### src/rtl/uart_modem_ctl.sv
module uart_modem_ctl #(
  parameter int BUS_W = 32
) (
  input  logic             clk,
  input  logic             rst_n,
  input  logic             wr_en,
  input  logic [BUS_W-1:0] wr_data,
  output logic [BUS_W-1:0] rd_data,
  input  logic             ser_tx,
  input  logic             ser_in_pin,
  input  logic             ir_tx_pulse,
  input  logic             ir_in_pin,
  input  logic             clr_send_pin_n,
  input  logic             set_ready_pin_n,
  input  logic             ring_pin_n,
  input  logic             carrier_pin_n,
  input  logic             aux1_ctl,
  input  logic             aux2_ctl,
  input  logic             fifo_on,
  input  logic             rxq_high,
  output logic             term_ready_n,
  output logic             req_send_n,
  output logic             aux1_n,
  output logic             aux2_n,
  output logic             ser_out,
  output logic             ir_out,
  output logic             core_rx,
  output logic             core_ir_rx,
  output logic             clr_send,
  output logic             set_ready,
  output logic             ring,
  output logic             carrier
);

  localparam int          CTL_W    = 8;
  localparam logic [7:0]  CTL_MASK = 8'hF3;
  localparam logic [1:0]  FN_IR    = 2'b01;

  logic [CTL_W-1:0] ctl_q, ctl_d;
  logic             lb, ir_fn, auto_rts;

  assign ctl_d    = wr_en ? (wr_data[CTL_W-1:0] & CTL_MASK) : ctl_q;
  assign lb       = ctl_d[4];
  assign ir_fn    = (ctl_d[7:6] == FN_IR);
  assign auto_rts = ctl_d[5] & fifo_on;
  assign rd_data  = {{(BUS_W-CTL_W){1'b0}}, ctl_q};

  always_ff @(posedge clk) begin
    if (!rst_n) begin
      ctl_q        <= '0;
      term_ready_n <= 1'b1;
      req_send_n   <= 1'b1;
      aux1_n       <= 1'b1;
      aux2_n       <= 1'b1;
      ser_out      <= 1'b1;
      ir_out       <= 1'b0;
      core_rx      <= 1'b1;
      core_ir_rx   <= 1'b0;
      clr_send     <= 1'b0;
      set_ready    <= 1'b0;
      ring         <= 1'b0;
      carrier      <= 1'b0;
    end else begin
      ctl_q        <= ctl_d;
      term_ready_n <= lb | ~ctl_d[0];
      req_send_n   <= lb | ~ctl_d[1] | (auto_rts & rxq_high);
      aux1_n       <= lb | ~aux1_ctl;
      aux2_n       <= lb | ~aux2_ctl;
      ser_out      <= (lb & ~ir_fn) | ser_tx;
      core_rx      <= (lb & ~ir_fn) ? ser_tx : ser_in_pin;
      ir_out       <= ~(lb & ir_fn) & ir_tx_pulse;
      core_ir_rx   <= (lb & ir_fn) ? ~ir_tx_pulse : ir_in_pin;
      set_ready    <= lb ? ctl_d[0] : ~set_ready_pin_n;
      clr_send     <= lb ? ctl_d[1] : ~clr_send_pin_n;
      ring         <= lb ? aux1_ctl : ~ring_pin_n;
      carrier      <= lb ? aux2_ctl : ~carrier_pin_n;
    end
  end

  a_r4_thresh_forces_high: assert property (@(posedge clk) disable iff (!rst_n)
    (!wr_en && ctl_q[5] && fifo_on && rxq_high) |=> req_send_n);

  a_r5_no_gate_without_auto: assert property (@(posedge clk) disable iff (!rst_n)
    (!wr_en && !ctl_q[4] && ctl_q[1] && !(ctl_q[5] && fifo_on)) |=> !req_send_n);

  a_r7_serial_loop: assert property (@(posedge clk) disable iff (!rst_n)
    (!wr_en && ctl_q[4] && ctl_q[7:6] != FN_IR) |=> (ser_out && core_rx == $past(ser_tx)));

  a_r8_ir_loop: assert property (@(posedge clk) disable iff (!rst_n)
    (!wr_en && ctl_q[4] && ctl_q[7:6] == FN_IR) |=> (!ir_out && core_ir_rx == !$past(ir_tx_pulse)));

  a_r9_pins_parked: assert property (@(posedge clk) disable iff (!rst_n)
    (!wr_en && ctl_q[4]) |=> (term_ready_n && req_send_n && aux1_n && aux2_n));

  a_r9_status_fed_back: assert property (@(posedge clk) disable iff (!rst_n)
    (!wr_en && ctl_q[4]) |=> (set_ready == $past(ctl_q[0]) && clr_send == $past(ctl_q[1])));

endmodule

### config.mk
export PLATFORM = sky130hd
export DESIGN_NAME = uart_modem_ctl
export DESIGN_NICKNAME = d
export VERILOG_FILES = /design/src/rtl/uart_modem_ctl.sv
export SDC_FILE = /design/constraint.sdc
export NUM_CORES = 1
export LEC_CHECK = 0
export BUFFER_PORTS_ARGS = -buffer_cell sky130_fd_sc_hd__buf_2
export CORE_MARGIN = 3
export CORE_UTILIZATION = 37
export CTS_CLUSTER_DIAMETER = 40
export CTS_CLUSTER_SIZE = 14
export DETAILED_ROUTE_END_ITERATION = 7
export PLACE_DENSITY = 0.84
export SLEW_MARGIN = 20
export SYNTH_ARGS = -nofsm -noshare
export SYNTH_HDL_FRONTEND = slang
export SYNTH_SLANG_ARGS = --single-unit
### constraint.sdc
create_clock -name clk -period 2 [get_ports clk]
set_clock_uncertainty 0.15 [all_clocks]
set_input_delay 0.4 -clock clk [delete_from_list [all_inputs] [get_ports clk]]
set_output_delay 0.4 -clock clk [all_outputs]
set_load 0.01 [all_outputs]
# ---- After elaboration in Yosys (flattened, before gate mapping)
# Index checks and enable logic that the tools add are counted.
dict set report word_totals {
  rom_bits 0
  out_inout_bits 44
  mem_count 0
  wordCells 43
  input_bits 47
  ramBits 0
  latch_bits 0
  regBits 18
}
dict set report classes {
  reduce_logical 0
  mux 7
  n_eq_ne 1
  bitwise 22
  shifts 0
  add_sub_neg 0
  div_mod_pow 0
  mul 0
  order_cmp 0
}
# operator count
set op_table {}
lappend op_table {{inverter 1 bit} 11}
lappend op_table {{2-to-1 mux 8 bit} 1}
lappend op_table {{2-to-1 mux 1 bit} 6}
lappend op_table {{OR 1 bit} 6}
lappend op_table {{AND 1 bit} 5}
lappend op_table {{equality test 2 x 1 -> 1 bit (second input constant)} 1}

# ---- Logic depth before layout (Yosys ltp)
dict set report depth {
  word_depth 5
  ltp_mapped 4
  mapped_depth_nobuf 3
}

# ---- Least setup slack after synthesis
# OpenSTA, ideal clock, no wires.
dict set report synth_path {
  kind {input to register}
  start {input port wr_en}
  end {register clr_send}
  cell_stages 4
  n_path_buf 1
  required_ns 1.784
  arrival_time_ns 1.171
  slack_ns 0.613
  setup_ns 0.066
  cell_sequence {buf_6 > mux2i_4 > and2_4 > a2bb2oi_2}
}
dict set report synth_via {
  elab_chain_cells 2
}
# element line_no
set synth_rtl {}
lappend synth_rtl {{from (decl)} 6} ;# input logic wr_en,
lappend synth_rtl {{2-to-1 mux 8 bit} 42} ;# assign ctl_d = wr_en ? (wr_data[CTL_W-1:0] & CTL_MASK) : ctl_q;
lappend synth_rtl {{2-to-1 mux 1 bit} 74} ;# clr_send <= lb ? ctl_d[1] : ~clr_send_pin_n;
lappend synth_rtl {{to (signal assigned)} 74}
lappend synth_rtl {{to (decl)} 29} ;# output logic clr_send,
# Every way passes these cells.
# A chain may end at the register's enable or synchronous reset.

# ---- Final worst setup path
dict set report layout_path {
  start {register ctl_q[4]}
  end {output port rd_data[4]}
}
# element line_no
set layout_lines {}
lappend layout_lines {{from (decl)} 39} ;# logic [CTL_W-1:0] ctl_q, ctl_d;
lappend layout_lines {{from (signal assigned)} 64} ;# ctl_q <= ctl_d;
lappend layout_lines {{to (decl)} 8} ;# output logic [BUS_W-1:0] rd_data,
# No word-level cell between the ends.

==> impl_metrics.csv <==
group,metric,value,unit
layout,nets,174,
setup_path,reg2regPathDepth,3,
detailed_routing,drt_iter0_markers,1,
timing,hold_viol,0,
run,max-cap-violations,0,
synthesis,synth_seq_cells,18,
synthesis,synth_top_family_by_area,"buffers and inverters",
floorplanning,placementRows,16,
placed_design,gp_congestion,0.697,
power_and_ir_drop,p_leak,0.000554,uW
placed_design,dp.cells,149,
synthesis,ys.warnings.count,0,
clock_tree,cts_root_buf,"clkbuf_4",
clock_tree,path_clk_slew,0.10,ns
floorplanning,die_x,54.7,um
setup_path,path_depth,1,
power_and_ir_drop,ir_drop,0.327,mV
synthesis,synth-xor-area-share,0,%
timing,finalSetupViolCount,0,
clock_tree,cts_hold_buf,0,
power_and_ir_drop,cellInternalPower,552,uW
timing,fmax,703,MHz
power_and_ir_drop,p_total,748,uW
placed_design,dp_hpwl,1270,um
synthesis,synthesis.area,876,um2
setup_path,cpPeakStageDelay,0.42,ns
synthesis,synth_fa_ha_area_share,0,%
synthesis,synth_cell_type_count,20,
detailed_routing,first_pass_iters,2,
layout,final_common_cell,"buf_2",
grt,grt_max_degree,16,
clock_tree,clock_path_buffers,2,
hold_path,whs_path_depth,2,
setup_path,arrival,0.87,ns
clock_tree,htree_levels,1,
floorplanning,io_pins,91,
power_and_ir_drop,swShare,26.3,%
setup_path,critical-path-top-delay-family,"flip-flops",
layout,final_cell_mix,"buf_2, conb_1, dfxtp_1",
layout,multi_input_area,395,um2
floorplanning,dieArea,2990,um2
power_and_ir_drop,clkPwrFrac,29.4,%
layout,seq_area,360,um2
detailed_routing,drc,0,
detailed_routing,ant_nets,0,
detailed_routing,wire_per_inst,10.3,um
synthesis,synth.avg_cell_area,10.1,um2
timing,min_period,1.42,ns
synthesis,synth_compound_area_share,7.00,%
power_and_ir_drop,pwr_density_cell,734,nW/um2
power_and_ir_drop,combPwrFrac,18.4,%
setup_path,cp-end-kind,"output pin",
setup_path,required,1.45,ns
setup_path,critPathSlowestCell,"dfxtp_1",
clock_tree,cts_setup_buffers,0,
layout,final_cells,153,
setup_path,critPathKind,"reg2out",
layout,drive_gt1_share,35.7,%
setup_path,worstPathCellList,"buf_2",
grt,antenna_found_initial,0,
grt,grt_overflow,0,
floorplanning,core-area,2100,um2
layout,fin_util,48.5,%
timing,fin_crit_sh,71.1,%
synthesis,synthCells,87,
grt,grt_pass1_wl,2210,um
power_and_ir_drop,seqPwrFrac,52.1,%
clock_tree,numCtsBuffers,3,
layout,insertedDiodeCount,0,
layout,fill_cells,200,
setup_path,cp-start-kind,"flip-flop",
power_and_ir_drop,p_sw,197,uW
timing,worst_slack,0.578,ns
floorplanning,start_util,41.7,%
clock_tree,post_cts_resize_count,0,
clock_tree,clkSinkCount,18,
setup_path,worstPathMaxFanout,4,
clock_tree,cts_tree,"done",
hold_path,hold_path_class,"in2reg",
timing,rsz0062_at_grt,"false",
floorplanning,die_y,54.7,um
run_status,status,"finished, final reports clean",
placed_design,port_buffers,38,
detailed_routing,drt_wl_total,1570,um
timing,setup_tns,0,ns
timing,drv_slew,0,
detailed_routing,viasPerCell,4.05,
synthesis,yosysSeqAreaShare,41.1,%
grt,grt_usage,10.2,%
synthesis,synthMuxAreaShare,11.7,%
clock_tree,clock_latency,0.28,ns
grt,first_global_vias,520,
setup_path,worst-path-buf-inv,1,
detailed_routing,routed-via-count,619,
layout,syn2layout_area_growth,16.4,%
synthesis,synthSimpleGateAreaFrac,15.3,%
placed_design,place_ws,0.343,ns
## synth_stat cells (all sizes together)
master	n	area (um2)
nand2	8	30.0
and2b	1	7.51
nor2b	8	50.1
conb	1	3.75
clkbuf	1	3.75
dfxtp	18	360
nand2b	4	25.0
and2	2	15.0
mux2i	9	103
o32a	1	10.0
o211ai	1	7.51
o211a	2	20.0
a2bb2oi	1	15.0
inv	1	3.75
and3	1	6.26
buf	27	206
a32oi	1	8.76
## power groups by stage
| stage | combinational [uW] | clock [uW] | sequential [uW] |
|---|---|---|---|
| global route | 154 | 244 | 393 |
| global placement | 136 | 0 | 398 |
| finish | 138 | 220 | 390 |
| floorplan | 112 | 0 | 411 |
| detailed placement | 138 | 0 | 398 |
| CTS | 138 | 230 | 390 |
## flip-flops by register name (all words and copies together), names as in the netlist
register,count
aux1_n,1
ctl_q,6
core_ir_rx,1
set_ready,1
ser_out,1
aux2_n,1
req_send_n,1
core_rx,1
carrier,1
ir_out,1
clr_send,1
term_ready_n,1
ring,1
## layout make-up
| type | count | area share, % |
|---|---|---|
| multi-input cells | 65 | 38.8 |
| repair buffers | 38 | 18.7 |
| inverters | 1 | 0.368 |
| well taps | 27 | 3.31 |
| flip-flops and latches | 18 | 35.3 |
| clock buffers | 4 | 3.56 |
## worst paths after layout
kind / start / end / slack, ns
worst max register to register: ctl_q[4] / ir_out / 0.73
worst min register to register: ctl_q[6] / ctl_q[6] / 0.39
worst min-delay path: clr_send_pin_n / clr_send / 0.13
worst max-delay path: ctl_q[4] / rd_data[4] / 0.58
## through the flow
stage          hold slack (ns)  area (um2)
2_1_floorplan            0.312         970
3_3_place_gp             0.361         983
3_5_place_dp             0.381         983
4_1_cts                  0.115        1020
5_1_grt                  0.117        1020
6_report                 0.127        1020
## routing by layer
layer  wire [um]  part of all wire (%)  global-route usage [%]
met5           0                     0                       0
met4           4                  0.25                    4.98
met3         220                    14                    3.00
met2         722                    46                    17.1
met1         626                    40                    11.5
## logic make-up after synthesis
family / after synthesis
AOI/OAI and AO/OA: 6
buffers and inverters: 29
DFF: 18
muxes: 9
other: 1
and+or+nand+nor: 24
Note: power is estimated with default switching activity, not from simulation.
